### src/rtl/bsu_pkg.sv
package bsu_pkg;
   localparam int N_EV         = 8;
   localparam int N_MASK       = 6;
   localparam int EV_PW_TABORT = 0;
   localparam int EV_PW_MABORT = 1;
   localparam int EV_PW_DISC   = 2;
   localparam int EV_PW_PARITY = 3;
   localparam int EV_DW_DISC   = 4;
   localparam int EV_DR_DISC   = 5;
   localparam int EV_MTO       = 6;
   localparam int EV_SEC       = 7;
   localparam int N_ENGINE     = 3;

   typedef struct packed {
      logic mto_en;
      logic fwd_en;
   } bctl_t;
endpackage

### src/rtl/bsu_retry_limiter.sv
module bsu_retry_limiter #(
   parameter int LIMIT = 2**24
) (
   input  logic clk,
   input  logic rst_n,
   input  logic retry_i,
   input  logic done_i,
   output logic exhaust_o
);
   generate
      if (LIMIT < 1) begin : g_bad_limit
         $error("bsu_retry_limiter: LIMIT must be at least 1");
      end
      if (LIMIT == 1) begin : g_direct
         assign exhaust_o = retry_i & ~done_i;
      end else begin : g_count
         localparam int CW = $clog2(LIMIT);
         localparam logic [CW-1:0] LAST = CW'(LIMIT - 1);
         logic [CW-1:0] cnt_q;
         logic          hit;
         assign hit       = (cnt_q == LAST);
         assign exhaust_o = retry_i & ~done_i & hit;
         always_ff @(posedge clk or negedge rst_n) begin
            if (!rst_n)       cnt_q <= '0;
            else if (done_i)  cnt_q <= '0;
            else if (retry_i) cnt_q <= hit ? '0 : cnt_q + CW'(1);
         end
      end
   endgenerate
endmodule

### src/rtl/bsu_qualifier.sv
module bsu_qualifier
   import bsu_pkg::*;
(
   input  logic [N_EV-1:0]   raw_i,
   input  logic              serr_en_i,
   input  bctl_t             bctl_i,
   input  logic [N_MASK-1:0] dis_i,
   output logic [N_EV-1:0]   qual_o
);
   generate
      if (N_MASK != EV_MTO) begin : g_bad_map
         $error("bsu_qualifier: maskable events must precede master timeout");
      end
      for (genvar i = 0; i < N_MASK; i++) begin : g_mask
         assign qual_o[i] = serr_en_i & raw_i[i] & ~dis_i[i];
      end
   endgenerate
   assign qual_o[EV_MTO] = serr_en_i & bctl_i.mto_en & raw_i[EV_MTO];
   assign qual_o[EV_SEC] = serr_en_i & bctl_i.fwd_en & raw_i[EV_SEC];
endmodule

### src/rtl/bsu_sticky.sv
module bsu_sticky #(
   parameter int W = 8
) (
   input  logic         clk,
   input  logic         rst_n,
   input  logic [W-1:0] set_i,
   input  logic [W-1:0] clr_i,
   output logic [W-1:0] q_o
);
   generate
      if (W < 1) begin : g_bad_w
         $error("bsu_sticky: W must be positive");
      end
      for (genvar b = 0; b < W; b++) begin : g_bit
         always_ff @(posedge clk or negedge rst_n) begin
            if (!rst_n)        q_o[b] <= 1'b0;
            else if (set_i[b]) q_o[b] <= 1'b1;
            else if (clr_i[b]) q_o[b] <= 1'b0;
         end
      end
   endgenerate
endmodule

### src/rtl/bridge_syserr_unit.sv
module bridge_syserr_unit
   import bsu_pkg::*;
#(
   parameter int RETRY_LIMIT = 2**24
) (
   input  logic              clk,
   input  logic              rst_n,
   input  logic              sec_serr_n_i,
   input  logic              pw_tabort_i,
   input  logic              pw_mabort_i,
   input  logic              pw_parity_i,
   input  logic              pw_retry_i,
   input  logic              pw_done_i,
   input  logic              dw_retry_i,
   input  logic              dw_done_i,
   input  logic              dr_retry_i,
   input  logic              dr_done_i,
   input  logic              mto_i,
   input  logic              cmd_we_i,
   input  logic              cmd_serr_en_i,
   input  logic              bctl_we_i,
   input  logic              bctl_fwd_en_i,
   input  logic              bctl_mto_en_i,
   input  logic              dis_we_i,
   input  logic [N_MASK-1:0] dis_mask_i,
   input  logic              clr_sig_i,
   input  logic              clr_rcv_i,
   input  logic [N_EV-1:0]   clr_cause_i,
   output logic              serr_n_o,
   output logic              sts_sig_o,
   output logic              sts_rcv_o,
   output logic [N_EV-1:0]   cause_o
);
   localparam int ST_W = N_EV + 2;

   logic              cmd_en_q;
   bctl_t             bctl_q;
   logic [N_MASK-1:0] dis_q;

   always_ff @(posedge clk or negedge rst_n) begin
      if (!rst_n) begin
         cmd_en_q <= 1'b0;
         bctl_q   <= '0;
         dis_q    <= '0;
      end else begin
         if (cmd_we_i)  cmd_en_q <= cmd_serr_en_i;
         if (bctl_we_i) bctl_q   <= '{mto_en: bctl_mto_en_i, fwd_en: bctl_fwd_en_i};
         if (dis_we_i)  dis_q    <= dis_mask_i;
      end
   end

   logic [N_ENGINE-1:0] retry_v, done_v, exh_v;
   assign retry_v = {dr_retry_i, dw_retry_i, pw_retry_i};
   assign done_v  = {dr_done_i,  dw_done_i,  pw_done_i};

   generate
      for (genvar e = 0; e < N_ENGINE; e++) begin : g_eng
         bsu_retry_limiter #(.LIMIT(RETRY_LIMIT)) u_lim (
            .clk       (clk),
            .rst_n     (rst_n),
            .retry_i   (retry_v[e]),
            .done_i    (done_v[e]),
            .exhaust_o (exh_v[e])
         );
      end
   endgenerate

   logic [N_EV-1:0] raw, qual;
   always_comb begin
      raw               = '0;
      raw[EV_PW_TABORT] = pw_tabort_i;
      raw[EV_PW_MABORT] = pw_mabort_i;
      raw[EV_PW_DISC]   = exh_v[0];
      raw[EV_PW_PARITY] = pw_parity_i;
      raw[EV_DW_DISC]   = exh_v[1];
      raw[EV_DR_DISC]   = exh_v[2];
      raw[EV_MTO]       = mto_i;
      raw[EV_SEC]       = ~sec_serr_n_i;
   end

   bsu_qualifier u_qual (
      .raw_i     (raw),
      .serr_en_i (cmd_en_q),
      .bctl_i    (bctl_q),
      .dis_i     (dis_q),
      .qual_o    (qual)
   );

   logic any_qual;
   assign any_qual = |qual;

   always_ff @(posedge clk or negedge rst_n) begin
      if (!rst_n) serr_n_o <= 1'b1;
      else        serr_n_o <= ~any_qual;
   end

   logic [ST_W-1:0] st_set, st_clr, st_q;
   assign st_set = {raw[EV_SEC], any_qual, qual};
   assign st_clr = {clr_rcv_i, clr_sig_i, clr_cause_i};

   bsu_sticky #(.W(ST_W)) u_sts (
      .clk   (clk),
      .rst_n (rst_n),
      .set_i (st_set),
      .clr_i (st_clr),
      .q_o   (st_q)
   );

   assign cause_o   = st_q[N_EV-1:0];
   assign sts_sig_o = st_q[N_EV];
   assign sts_rcv_o = st_q[N_EV+1];
endmodule

### config.mk
export PLATFORM = sky130hd
export DESIGN_NAME = bridge_syserr_unit
export DESIGN_NICKNAME = d
export VERILOG_FILES = /design/src/rtl/bsu_pkg.sv /design/src/rtl/bsu_retry_limiter.sv /design/src/rtl/bsu_qualifier.sv /design/src/rtl/bsu_sticky.sv /design/src/rtl/bridge_syserr_unit.sv
export SDC_FILE = /design/constraint.sdc
export NUM_CORES = 1
export LEC_CHECK = 0
export BUFFER_PORTS_ARGS = -buffer_cell sky130_fd_sc_hd__buf_4
export CAP_MARGIN = 25
export CORE_ASPECT_RATIO = 0.6
export CORE_MARGIN = 3
export CORE_UTILIZATION = 59
export DETAILED_ROUTE_END_ITERATION = 12
export PLACE_DENSITY = 0.79
export SYNTH_ARGS = -nofsm -noshare
export SYNTH_HDL_FRONTEND = slang
export SYNTH_SLANG_ARGS = --single-unit
### constraint.sdc
create_clock -name clk -period 2.6 [get_ports clk]
set_clock_uncertainty 0.2 [all_clocks]
set_input_delay 0.39 -clock clk [delete_from_list [all_inputs] [get_ports clk]]
set_output_delay 0.39 -clock clk [all_outputs]
set_load 0.1 [all_outputs]
### Word level (Yosys, flattened, before mapping)

Cells that the tools add are included.

* bits of input ports: 35
* register bits after elaboration: 92

* mux-type cells: 29
* add/sub/neg operators: 3
* reductions and logical operators: 13
* bitwise logic cells: 33
* equality and inequality tests: 4

Operator list (count)
* 24-bit 2-to-1 mux: 9
* 24-bit by 1-bit adder with 24-bit output (second input constant): 3
* 24-bit equality test (second input constant): 3
* 2-bit nonzero test: 12
* 1-bit bitwise AND: 22
* 1-bit 2-to-1 mux: 20
* 1-bit inverter: 11
* 8-bit OR reduction: 1
* 2-bit by 1-bit != test with 1-bit output (second input constant): 1

### Depth between registers and ports, before layout

* depth after elaboration: 7
* mapped depth: 8
* gate-level depth less buffers: 6

### Hierarchy

Synthesis repeated with hierarchy kept, for this count alone.

* cells, all modules: 555
* area total of the unflattened synthesis: 5088.6 um^2

Modules (own cells, without submodules)
* bsu_retry_limiter (g_eng[1].u_lim ...): cells an instance 158, instances 2, area each 1367.6 um^2
* bsu_retry_limiter (g_eng[0].u_lim): cells an instance 176, instances 1, area each 1535.2 um^2
* bridge_syserr_unit: cells an instance 25, instances 1, area each 390.4 um^2
* bsu_sticky: cells an instance 30, instances 1, area each 362.8 um^2
* bsu_qualifier: cells an instance 8, instances 1, area each 65.1 um^2

### Worst setup path before layout

No wires, ideal clock.

* path kind: register to register
* start point: register g_eng[1].u_lim.g_count.cnt_q[0]
* end point: register g_eng[1].u_lim.g_count.cnt_q[19]
* stages on the path, launching flop included: 9
* setup slack: 0.411 ns
* period minus slack after synthesis: 2.189 ns
* arrival time: 1.910 ns
* data required time: 2.321 ns
* library setup time: 0.079 ns
* buffers on the path: 2
* cell sequence: dfrtp_1 > ha_1 > and3_1 > and3_1 > buf_2 > a311oi_4 > buf_4 > nand4b_1 > mux2i_1

* longest elaborated chain between the ends: 4
* elaborated cells on any way between the ends: 5

RTL lines
* start, declared: line bsu_retry_limiter.sv:19 `logic [CW-1:0] cnt_q;`
* start signal, assigned: line bsu_retry_limiter.sv:26 `else if (retry_i) cnt_q <= hit ? '0 : cnt_q + CW'(1);`
* 24-bit by 1-bit adder with 24-bit output or 24-bit equality test (tied branches): line bsu_retry_limiter.sv:26, bsu_retry_limiter.sv:21
* 24-bit 2-to-1 mux * (2 in series): line bsu_retry_limiter.sv:26
* 24-bit 2-to-1 mux *: line bsu_retry_limiter.sv:25 `else if (done_i) cnt_q <= '0;`

Every way passes the cells marked *; elsewhere a longest branch is shown, timed or not. The select of a mux whose other input is x is not followed.
A chain may end at the register's enable or synchronous reset.

### Final worst setup path

* start point: register g_eng[1].u_lim.g_count.cnt_q[0]
* end point: register g_eng[1].u_lim.g_count.cnt_q[8]

The elaborated chain is that of the path after synthesis.

==> impl_metrics.env <==
export IMPL_insertion_delay_ns=0.34
export IMPL_cp_start_kind="register"
export IMPL_critPathKind="reg -> reg"
export IMPL_clock_sinks=92
export IMPL_synthSimpleGateAreaFrac_pct=26.24
export IMPL_num_fill_cells=608
export IMPL_grt_ovfl_total=0
export IMPL_outcome="finished, final reports clean"
export IMPL_min_from="sec_serr_n_i"
export IMPL_yosys_area_top_type="dfrtp_1"
export IMPL_synthesis_nets=554
export IMPL_fin_setup_tns_ns=0
export IMPL_max_vdd_ir_drop_mv=0.3926
export IMPL_leakagePower_uw=0.002520
export IMPL_ys_warn_count=0
export IMPL_power_switching_uw=807.1
export IMPL_synth_xor_area_share_pct=3.405
export IMPL_p_int_uw=2461
export IMPL_track_usage_pct=26.35
export IMPL_place_port_buffers=45
export IMPL_max_slew_margin_pct=45.53
export IMPL_dr_first_iter_drc_count=410
export IMPL_clock_tree_root_cell="clkbuf_16"
export IMPL_hold_class="in -> reg"
export IMPL_synthTopCellsByArea="dfrtp_1 (47%), nand3_1 (3.9%), nor2_1 (3.5%), nand2_1 (3.4%), a31oi_1 (3.2%)"
export IMPL_placement_rows=25
export IMPL_rsz0062_at_grt="no"
export IMPL_first_pass_iters=5
export IMPL_place_inst=660
export IMPL_initial_core_util_pct=61.51
export IMPL_path_clk_slew_ns=0.06
export IMPL_drive_gt1_share_pct=17.89
export IMPL_fmax_mhz=406.0
export IMPL_synth_mux_area_fraction_pct=3.559
export IMPL_synth_top_family_by_area="simple AND/OR/NAND/NOR gates"
export IMPL_path_max_fanout=9
export IMPL_r2r_setup_slack_ns=0.14
export IMPL_synth_most_common_cell="dfrtp_1"
export IMPL_routed_wl_um=11710
export IMPL_finalHoldViolations=0
export IMPL_numCtsBuffers=9
export IMPL_p_seq_share_pct=46.1
export IMPL_synthCells=516
export IMPL_worst_pin_slew_ns=0.8141
export IMPL_netlist_area_mm2=0.004887
export IMPL_cts_buffer_depth=2
export IMPL_drt_vias_per_instance=6.152
export IMPL_grt_pass1_vias=3977
export IMPL_grt_max_degree=60
export IMPL_fp_dieH_um=76.50
export IMPL_wl_per_cell_um=17.28
export IMPL_h_tree_depth=3
export IMPL_multi_input_area_mm2=0.002414
export IMPL_instances_no_fill=678
export IMPL_routabilityCongestion=0.9123
export IMPL_seq_area_mm2=0.002303
export IMPL_swShare_pct=24.69
export IMPL_yosys_top_cells_count="dfrtp_1 (91), nor2_1 (45), nand2_1 (44)"
export IMPL_num_vias=4171
export IMPL_synthAdderAreaFrac_pct=0.7680
export IMPL_grt_antenna_before_repair=0
export IMPL_dieArea_mm2=0.009447
export IMPL_syn_to_final_growth_pct=16.92
export IMPL_reg2reg_depth=8
export IMPL_final_max_slew_viol_count=0
export IMPL_synth_edf_count=0
export IMPL_min_period_ns=2.463
export IMPL_core_area_mm2=0.007945
export IMPL_dieWidth_um=123.5
export IMPL_nets=603
export IMPL_drv_cap=0
export IMPL_synth_compound_area_share_pct=15.31
export IMPL_synth_top_area_share_pct=46.59
export IMPL_n_antenna_cell=0
export IMPL_combPwrFrac_pct=10.8
export IMPL_ys_seq_area_share_pct=47.13
export IMPL_synth_distinct_cells=52
export IMPL_final_antenna_net_count=0
export IMPL_syn_area_per_cell_um2=9.471
export IMPL_setup_violations_final=0
export IMPL_min_period_over_period_pct=94.72
export IMPL_worst_r2r_endpoint="g_eng[1].u_lim.g_count.cnt_q[8]"
export IMPL_ys_seq_elements=92
export IMPL_io_pins=46
export IMPL_synthArstFlopShare_pct=100.0
export IMPL_min_delay_worst_endpoint="u_sts.q_o[9]"
export IMPL_powerDensity_mw_per_mm2=572.0
export IMPL_crit_arrival_ns=2.52
export IMPL_crit_required_ns=2.65
export IMPL_clockPowerShare_pct=43.1
export IMPL_grt_pass1_wl_um=19910
export IMPL_synth_ff_type="dfrtp_1"
export IMPL_min_path_cells=2
export IMPL_cts_tree="done"
export IMPL_end_kind="register"
export IMPL_dp_hpwl_um=8182
export IMPL_worst_r2r_startpoint="g_eng[1].u_lim.g_count.cnt_q[0]"
export IMPL_drc_errors=0
## logic make-up (layout without fill, tap and decap cells)
| group | count (synthesis) | count (layout) |
|---|---|---|
| mux | 16 | 16 |
| simple gates | 228 | 228 |
| compound gates | 116 | 116 |
| xor+xnor | 19 | 19 |
| flops | 92 | 92 |
| buf+inv | 42 | 96 |
| fa+ha+maj | 3 | 3 |
## per-layer routing
layer	GRT usage (%)	routed length, um
met2	36.86	4912
met3	6.825	974
met5	0	0
met4	6.740	121
met1	40.57	5705
## final cells by class
type	instances	share of cell area (%)
clock inverters	2	1.051
clock buffers	14	4.445
well taps	108	2.365
repair buffers	60	8.277
inverters	20	1.314
multi-input cells	382	42.24
flip-flops and latches	92	40.31
## placed cells by master (no fill, tap or decap), types with 12 or more instances in the layout
| master | count |
|---|---|
| nand4_1 | 23 |
| dfrtp_1 | 91 |
| nand2b_1 | 13 |
| xor2_1 | 12 |
| a21oi_1 | 29 |
| buf_4 | 57 |
| nand2_1 | 44 |
| inv_1 | 20 |
| a31oi_1 | 25 |
| nor2_1 | 45 |
| nand3_1 | 38 |
| and3_1 | 15 |
| o21ai_0 | 24 |
## state kept, by name, summed over array words and instances (netlist names)
signal	cells
dis_q	6
u_sts.q_o	10
g_eng.u_lim.g_count.cnt_q	72
bctl_q	2
cmd_en_q	1
serr_n_o	1
## critical path: stages (launching register included)
cell      delay, ns
dfrtp_1        0.41
ha_1           0.25
and3_1         0.20
and3_2         0.29
a311oi_4       0.39
buf_4          0.21
buf_4          0.16
nand2_1        0.06
a31oi_1        0.19
## through the flow
stage                     util [%]  setup WS (ns)  hold slack [ns]  total power [uW]  cell area, um^2
after global routing         71.92        0.01108          0.03848              3379             5714
final                        71.92         0.1372          0.03638              3268             5714
after CTS                    71.81         0.1270          0.02759              3282             5705
after detailed placement     67.73         0.1233           0.1764              1885             5381
after floorplan                  -         0.4110          -0.1056              1746             4887
after global placement       67.54         0.1913           0.1656              1871             5366
## timing repair
item | CTS | global route
hold endpoints to repair | 32 | 0
gates resized for setup | 0 | 1
setup endpoints to repair | 0 | 6
hold buffers | 1 | 0
setup buffers | 0 | 1
## worst max-delay path by stage
stage	startpoint	endpoint	slack, ns	cells past startpoint
3_5_place_dp	g_eng[1].u_lim.g_count.cnt_q[0]	g_eng[1].u_lim.g_count.cnt_q[20]	0.12	7
6_report	g_eng[1].u_lim.g_count.cnt_q[0]	g_eng[1].u_lim.g_count.cnt_q[8]	0.14	8
5_1_grt	g_eng[1].u_lim.g_count.cnt_q[0]	g_eng[1].u_lim.g_count.cnt_q[8]	0.01	8
4_1_cts	g_eng[1].u_lim.g_count.cnt_q[0]	g_eng[1].u_lim.g_count.cnt_q[20]	0.13	7
3_3_place_gp	g_eng[0].u_lim.g_count.cnt_q[0]	g_eng[0].u_lim.g_count.cnt_q[23]	0.19	6
2_1_floorplan	g_eng[1].u_lim.g_count.cnt_q[0]	g_eng[1].u_lim.g_count.cnt_q[19]	0.41	8
## power groups by stage
stage          registers (uW)  clock network, uW  logic [uW]
5_1_grt                  1510               1480         383
4_1_cts                  1510               1420         353
3_3_place_gp             1530                  0         341
6_report                 1510               1410         352
2_1_floorplan            1620                  0         121
3_5_place_dp             1530                  0         351
(Power assumes the default switching activity.)
